## src/rtl/msg_unit_pkg.sv

```systemverilog
`timescale 1ns/1ps
package msg_unit_pkg;
  localparam int DATA_W   = 32;
  localparam int ADDR_W   = 6;
  localparam int NUM_CH   = 4;
  localparam int NUM_SIDE = 2;
  localparam int IDX_W    = ADDR_W - 2;

  // word indexes on the register bus
  localparam int TX_BASE  = 0;
  localparam int RX_BASE  = NUM_CH;
  localparam int STAT_IDX = 2 * NUM_CH;
  localparam int CTRL_IDX = 2 * NUM_CH + 1;

  // field positions inside status and control words
  localparam int GIR_LSB = 16;
  localparam int TE_LSB  = 20;
  localparam int RF_LSB  = 24;
  localparam int GP_LSB  = 28;

  typedef struct packed {
    logic [NUM_CH-1:0] txWr;
    logic [NUM_CH-1:0] rxRd;
    logic              statWr;
    logic              ctrlWr;
  } strobe_t;

  // channel n lives at field bit (NUM_CH-1-n)
  function automatic logic [NUM_CH-1:0] revCh(input logic [NUM_CH-1:0] v);
    logic [NUM_CH-1:0] r;
    for (int i = 0; i < NUM_CH; i++) r[NUM_CH-1-i] = v[i];
    return r;
  endfunction
endpackage

```

## src/rtl/msg_ctrl.sv

```systemverilog
`timescale 1ns/1ps
module msg_ctrl
  import msg_unit_pkg::*;
(
  input  logic                                      clk,
  input  logic                                      rstN,
  input  logic [NUM_SIDE-1:0]                       wrEn,
  input  logic [NUM_SIDE-1:0]                       rdEn,
  input  logic [NUM_SIDE-1:0][ADDR_W-1:0]           addr,
  input  logic [NUM_SIDE-1:0][DATA_W-1:0]           statusVal,
  input  logic [NUM_SIDE-1:0][DATA_W-1:0]           ctrlVal,
  input  logic [NUM_SIDE-1:0][NUM_CH-1:0][DATA_W-1:0] rxVal,
  output strobe_t [NUM_SIDE-1:0]                    stb,
  output logic [NUM_SIDE-1:0][DATA_W-1:0]           rdata
);
  for (genvar s = 0; s < NUM_SIDE; s++) begin : gSide
    logic [IDX_W-1:0]  idx;
    logic              aligned;
    strobe_t           sideStb;
    logic [DATA_W-1:0] rdNext;
    logic [DATA_W-1:0] rdReg;

    assign idx     = addr[s][ADDR_W-1:2];
    assign aligned = (addr[s][1:0] == 2'b00);

    always_comb begin
      sideStb = '0;
      for (int n = 0; n < NUM_CH; n++) begin
        sideStb.txWr[n] = wrEn[s] && aligned && (idx == IDX_W'(TX_BASE + n));
        sideStb.rxRd[n] = rdEn[s] && aligned && (idx == IDX_W'(RX_BASE + n));
      end
      sideStb.statWr = wrEn[s] && aligned && (idx == IDX_W'(STAT_IDX));
      sideStb.ctrlWr = wrEn[s] && aligned && (idx == IDX_W'(CTRL_IDX));
    end

    always_comb begin
      rdNext = '0;
      if (aligned) begin
        for (int n = 0; n < NUM_CH; n++)
          if (idx == IDX_W'(RX_BASE + n)) rdNext = rxVal[s][n];
        if (idx == IDX_W'(STAT_IDX)) rdNext = statusVal[s];
        if (idx == IDX_W'(CTRL_IDX)) rdNext = ctrlVal[s];
      end
    end

    always_ff @(posedge clk or negedge rstN) begin
      if (!rstN)        rdReg <= '0;
      else if (rdEn[s]) rdReg <= rdNext;
    end

    assign stb[s]   = sideStb;
    assign rdata[s] = rdReg;
  end
endmodule

```

## src/rtl/msg_datapath.sv

```systemverilog
`timescale 1ns/1ps
module msg_datapath
  import msg_unit_pkg::*;
(
  input  logic                                      clk,
  input  logic                                      rstN,
  input  strobe_t [NUM_SIDE-1:0]                    stb,
  input  logic [NUM_SIDE-1:0][DATA_W-1:0]           wdata,
  output logic [NUM_SIDE-1:0][DATA_W-1:0]           statusVal,
  output logic [NUM_SIDE-1:0][DATA_W-1:0]           ctrlVal,
  output logic [NUM_SIDE-1:0][NUM_CH-1:0][DATA_W-1:0] rxVal,
  output logic [NUM_SIDE-1:0]                       irq
);
  logic [NUM_SIDE-1:0][NUM_CH-1:0] te, rf, gip, gir, tie, rie, gie;
  logic [NUM_SIDE-1:0][NUM_CH-1:0][DATA_W-1:0] word;   // word[s]: sent by side s

  always_ff @(posedge clk or negedge rstN) begin
    if (!rstN) begin
      te   <= '1;
      rf   <= '0;
      gip  <= '0;
      gir  <= '0;
      tie  <= '0;
      rie  <= '0;
      gie  <= '0;
      word <= '0;
      irq  <= '0;
    end else begin
      for (int s = 0; s < NUM_SIDE; s++) begin
        for (int n = 0; n < NUM_CH; n++) begin
          // own slot: a local write beats a far read in the same cycle
          if (stb[s].txWr[n]) begin
            word[s][n] <= wdata[s];
            te[s][n]   <= 1'b0;
          end else if (stb[NUM_SIDE-1-s].rxRd[n]) begin
            te[s][n] <= 1'b1;
          end
          if (stb[NUM_SIDE-1-s].txWr[n])  rf[s][n] <= 1'b1;
          else if (stb[s].rxRd[n])        rf[s][n] <= 1'b0;
          // doorbell arrival beats a same-cycle clear
          if (gir[NUM_SIDE-1-s][n])
            gip[s][n] <= 1'b1;
          else if (stb[s].statWr && wdata[s][GP_LSB + NUM_CH - 1 - n])
            gip[s][n] <= 1'b0;
        end
        gir[s] <= stb[s].ctrlWr ? revCh(wdata[s][GIR_LSB +: NUM_CH]) : '0;
        if (stb[s].ctrlWr) begin
          tie[s] <= revCh(wdata[s][TE_LSB +: NUM_CH]);
          rie[s] <= revCh(wdata[s][RF_LSB +: NUM_CH]);
          gie[s] <= revCh(wdata[s][GP_LSB +: NUM_CH]);
        end
        irq[s] <= |((te[s] & tie[s]) | (rf[s] & rie[s]) | (gip[s] & gie[s]));
      end
    end
  end

  always_comb begin
    for (int s = 0; s < NUM_SIDE; s++) begin
      statusVal[s] = '0;
      statusVal[s][TE_LSB +: NUM_CH] = revCh(te[s]);
      statusVal[s][RF_LSB +: NUM_CH] = revCh(rf[s]);
      statusVal[s][GP_LSB +: NUM_CH] = revCh(gip[s]);
      ctrlVal[s] = '0;
      ctrlVal[s][GIR_LSB +: NUM_CH] = revCh(gir[s]);
      ctrlVal[s][TE_LSB +: NUM_CH]  = revCh(tie[s]);
      ctrlVal[s][RF_LSB +: NUM_CH]  = revCh(rie[s]);
      ctrlVal[s][GP_LSB +: NUM_CH]  = revCh(gie[s]);
      for (int n = 0; n < NUM_CH; n++) rxVal[s][n] = word[NUM_SIDE-1-s][n];
    end
  end
endmodule

```

## src/rtl/msg_unit.sv

```systemverilog
`timescale 1ns/1ps
module msg_unit
  import msg_unit_pkg::*;
(
  input  logic              clk,
  input  logic              rstN,
  input  logic              aWrEn,
  input  logic              aRdEn,
  input  logic [ADDR_W-1:0] aAddr,
  input  logic [DATA_W-1:0] aWdata,
  output logic [DATA_W-1:0] aRdata,
  output logic              aIrq,
  input  logic              bWrEn,
  input  logic              bRdEn,
  input  logic [ADDR_W-1:0] bAddr,
  input  logic [DATA_W-1:0] bWdata,
  output logic [DATA_W-1:0] bRdata,
  output logic              bIrq
);
  logic [NUM_SIDE-1:0]                         wrEn, rdEn, irq;
  logic [NUM_SIDE-1:0][ADDR_W-1:0]             addr;
  logic [NUM_SIDE-1:0][DATA_W-1:0]             wdata, rdata, statusVal, ctrlVal;
  logic [NUM_SIDE-1:0][NUM_CH-1:0][DATA_W-1:0] rxVal;
  strobe_t [NUM_SIDE-1:0]                      stb;

  assign wrEn  = {bWrEn, aWrEn};
  assign rdEn  = {bRdEn, aRdEn};
  assign addr  = {bAddr, aAddr};
  assign wdata = {bWdata, aWdata};

  msg_ctrl uCtrl (
    .clk(clk), .rstN(rstN), .wrEn(wrEn), .rdEn(rdEn), .addr(addr),
    .statusVal(statusVal), .ctrlVal(ctrlVal), .rxVal(rxVal),
    .stb(stb), .rdata(rdata)
  );

  msg_datapath uDp (
    .clk(clk), .rstN(rstN), .stb(stb), .wdata(wdata),
    .statusVal(statusVal), .ctrlVal(ctrlVal), .rxVal(rxVal), .irq(irq)
  );

  assign aRdata = rdata[0];
  assign bRdata = rdata[1];
  assign aIrq   = irq[0];
  assign bIrq   = irq[1];
endmodule

```

## config.mk

```make
export PLATFORM = sky130hd
export DESIGN_NAME = msg_unit
export DESIGN_NICKNAME = d
export VERILOG_FILES = /design/src/rtl/msg_unit_pkg.sv /design/src/rtl/msg_ctrl.sv /design/src/rtl/msg_datapath.sv /design/src/rtl/msg_unit.sv
export SDC_FILE = /design/constraint.sdc
export NUM_CORES = 1
export LEC_CHECK = 0
export CAP_MARGIN = 10
export CORE_ASPECT_RATIO = 1.5
export CORE_MARGIN = 8
export CORE_UTILIZATION = 30
export CTS_CLUSTER_DIAMETER = 100
export DETAILED_ROUTE_END_ITERATION = 10
export HOLD_SLACK_MARGIN = 0.15
export PLACE_DENSITY_LB_ADDON = 0.2
export SLEW_MARGIN = 10
export SYNTH_ARGS = -nofsm -noshare
export SYNTH_HDL_FRONTEND = slang
export SYNTH_SLANG_ARGS = --single-unit
```

## constraint.sdc

```tcl
create_clock -name clk -period 1.2 [get_ports clk]
set_clock_uncertainty 0.05 [all_clocks]
set_input_delay 0.36 -clock clk [delete_from_list [all_inputs] [get_ports clk]]
set_output_delay 0.36 -clock clk [all_outputs]
set_load 0.05 [all_outputs]
```

==> flow_summary_export.csv <==
group,metric,value,unit
worst_hold_path,worstHoldPathType,"in2async",
placed_design,hpwl,35620,microns
floorplan,rows,105,
worst_setup_path,start_kind,"input pin",
floorplan,die_w,206.9,microns
sta,max_freq,569.5,MHz
detailed_routing,highest_layer,"met5",
sta,holdWs,0.1782,ns
clocking,cts.sinks,378,
worst_setup_path,cp.required,1.57,ns
job,cap_violations,0,
grt,grt_antenna_before_repair,2,
clocking,cts_max_path_buffers,3,
sta,post-route-period-util,1.463,
sta,fin_crit,1.756,ns
placed_design,place_area,21110,sq um
logic_synthesis,ys_ff_latch,378,
logic_synthesis,synth.distinct_cells,48,
placed_design,portBuffers,147,
logic_synthesis,synth_area,16400,sq um
worst_setup_path,cpPeakStageDelay,0.42,ns
detailed_routing,wire_per_inst,23.90,microns
cells_and_area,synthToLayoutAreaGrowth,50.58,%
cells_and_area,final_net_count,1728,
cells_and_area,final_util,0.4539,
detailed_routing,drc,0,
placed_design,gp_congestion,0.8075,
grt,grt_pass1_vias,12770,
logic_synthesis,synth_enable_flop_cells,0,
cells_and_area,final_cell_area,24690,sq um
grt,grt_usage,0.1729,
pwr,power.total,32.63,mW
logic_synthesis,synth_area_leaders,"dfrtp_1 (56%), mux2_2 (18%), mux2_4 (2.9%), o22ai_1 (2.4%), nand2_1 (2.2%)",
detailed_routing,dr.pass1.iters,7,
worst_setup_path,cp.arrival,2.12,ns
logic_synthesis,async_flop_share,1.000,
worst_setup_path,critPathSlowestCell,"or3b_4",
detailed_routing,met1_length,21900,microns
sta,worst_pin_slew,0.4495,ns
logic_synthesis,yosys.area.top_type_share,0.5647,
detailed_routing,routed_wirelength,56620,microns
floorplan,start_util,0.3015,
sta,rsz0062_at_grt,"yes",
clocking,clkTransAtPathRegs,0.06,ns
clocking,cts_tree,"yes",
detailed_routing,wl_met2,29910,microns
logic_synthesis,synth_fp_nets,1332,
floorplan,die_area,62550,sq um
sta,slew_headroom,0.6997,
detailed_routing,vias,11940,
pwr,vdd_ir_drop_max,755.3,uV
worst_setup_path,cp_max_fo,5,
detailed_routing,routed_via_density,5.040,
worst_setup_path,critical_path_class,"in2reg",
floorplan,coreArea,54390,sq um
cells_and_area,drive_above_1_share,0.5392,
worst_setup_path,crit_path_cell_trace,"buf_6 > or3b_4 > buf_6 > nor3_4 > buf_6 > nand3_4 > buf_12 > buf_16 > mux2_4",
logic_synthesis,avgSynthCellArea,13.12,sq um
sta,setup_viol,441,
detailed_routing,drtIter0Drc,568,
grt,grt_max_degree,51,
detailed_routing,wl_met3,2194,microns
detailed_routing,antenna_left,0,
clocking,h-tree-depth,2,
pwr,power_density,1322,nW/um^2
sta,hold_viol,0,
run_status,outcome,"finished with violations",
clocking,cts-buffers-inserted,41,
worst_setup_path,cp-end-kind,"register",
pwr,p_leak,11.49,nW
logic_synthesis,synthFlopType,"dfrtp_1",
sta,report.final.slew_viol_count,0,
sta,worst_slack,-0.5559,ns
run_status,violations,"setup timing",
grt,grt_overflow,0,
sta,finalSetupTns,-147.03,ns
logic_synthesis,synth_top_cell_by_area,"dfrtp_1",
worst_setup_path,crit_path_frequent_cell,"buf_6",
logic_synthesis,syn_inst,1250,
clocking,cts_root_buf,"clkbuf_16",
logic_synthesis,ys_seq_area_frac,0.5775,
grt,grt_pass1_wl,81380,microns
clocking,worst_skew_pair.late_latency,0.54,ns
floorplan,die_y,302.3,microns
logic_synthesis,yosys_warnings,0,
floorplan,ios,148,
## placed cells by master, fill, tap and decap left out, types with 12 or more instances in the layout
cell type / netlist / routed
mux2i_1: 34 / 28
mux2_4: 32 / 67
clkbuf_16: 0 / 52
o21ai_0: 65 / 29
buf_12: 0 / 109
mux2_2: 260 / 225
inv_1: 31 / 31
nand2_2: 0 / 31
o2bb2ai_1: 17 / 14
a221o_1: 12 / 12
nand3_1: 18 / 13
clkbuf_1: 42 / 16
buf_16: 0 / 18
buf_6: 5 / 35
o21ai_1: 1 / 12
nand2_1: 96 / 56
nor2_1: 36 / 21
buf_4: 1 / 174
o21ai_2: 0 / 20
clkdlybuf4s50_1: 0 / 64
o22ai_1: 62 / 50
dfrtp_1: 370 / 362
## layer usage
layer / GRT usage / vias up
li1: - / 5376
met1: 0.2017 / 6170
met2: 0.3149 / 282
met3: 0.02636 / 110
met4: 0.06275 / 2
met5: 0 / -
## synth_stat cells, drive strengths merged, types with 4 or more instances
master     n
dfrtp    370
mux2     292
nand2     96
o21ai     66
o22ai     62
clkbuf    42
buf       38
nor2      36
mux2i     34
inv       31
nand3     18
o2bb2ai   17
a221o     12
a2bb2oi   12
a21oi     11
mux4      10
nor2b     10
o32ai     10
a221oi     9
a21o       8
and2       8
dfstp      8
a22o       7
nor3       7
nand2b     5
or3b       5
o21a       4
## area by class of cell
class	count	area, sq um
Antenna cell	1	2.502
Inverter	31	116.4
Sequential cell	378	9479
Clock buffer	63	1169
Timing Repair Buffer	430	5482
Clock inverter	7	67.56
Multi-Input combinational cell	764	7505
Fill cell	4936	29700
Tap cell	695	869.6
## flip-flops by register name (all words and copies together), names as in the netlist
signal and count:
uDp.rxVal 256, uDp.ctrlVal 32, uCtrl.gSide.rdReg 64, uDp.statusVal 24, uDp.irq 2
## worst paths after layout
| check | from | to | slack [ns] | cells past startpoint |
|---|---|---|---|---|
| setup reg to reg | uDp.ctrlVal[59]$_DFFE_PN0P_ | uCtrl.gSide[1].rdReg[27]$_DFFE_PN0P_ | -0.20 | 5 |
| hold reg to reg | uDp.rxVal[98]$_DFFE_PN0P_ | uDp.rxVal[98]$_DFFE_PN0P_ | 0.45 | 1 |
| setup / recovery | bAddr[1] | uDp.rxVal[107]$_DFFE_PN0P_ | -0.56 | 9 |
| hold / removal | rstN | uDp.rxVal[232]$_DFFE_PN0P_ | 0.18 | 2 |
| min in group clk | bAddr[1] | uDp.statusVal[21]$_DFFE_PN1P_ | 0.27 | 6 |
| max in group asynchronous | rstN | uDp.rxVal[226]$_DFFE_PN0P_ | 0.29 | 4 |
## cell families after synthesis
kind of cell    share of synthesized area
flops                              0.5775
mux                                0.2424
compound gates                    0.09332
simple gates                      0.05723
buf+inv                           0.02961
## repair_timing
| item | 4_1_cts | 5_1_grt |
|---|---|---|
| gates resized for setup | 98 | 232 |
| hold buffers | 1 | 0 |
| setup endpoints to repair | 444 | 444 |
| buffers inserted | 22 | 54 |
| cloned | 21 | 16 |
| hold endpoints to repair | 378 | 0 |
| pin swaps | 6 | 67 |
## worst max-delay path: cells and delay by family
family / cells / cell delay, ns
buffers and inverters: 5 / 0.71
multiplexers: 1 / 0.29
AND/OR/NAND/NOR: 3 / 0.74
## stage by stage
step,instances,setup slack [ns]
5_1_grt,2368,-0.5838
2_1_floorplan,1250,-0.8411
6_report,2369,-0.5559
4_1_cts,2312,-0.5865
3_3_place_gp,2199,-1.470
3_5_place_dp,2199,-1.470
## report_power, final
group / internal [mW] / switching [mW] / total (mW)
logic: 3.07 / 2.36 / 5.43
registers: 14.3 / 0.932 / 15.2
clock network: 6.90 / 5.11 / 12.0
total: 24.2 / 8.40 / 32.6
Note: power is estimated with default switching activity, not from simulation.
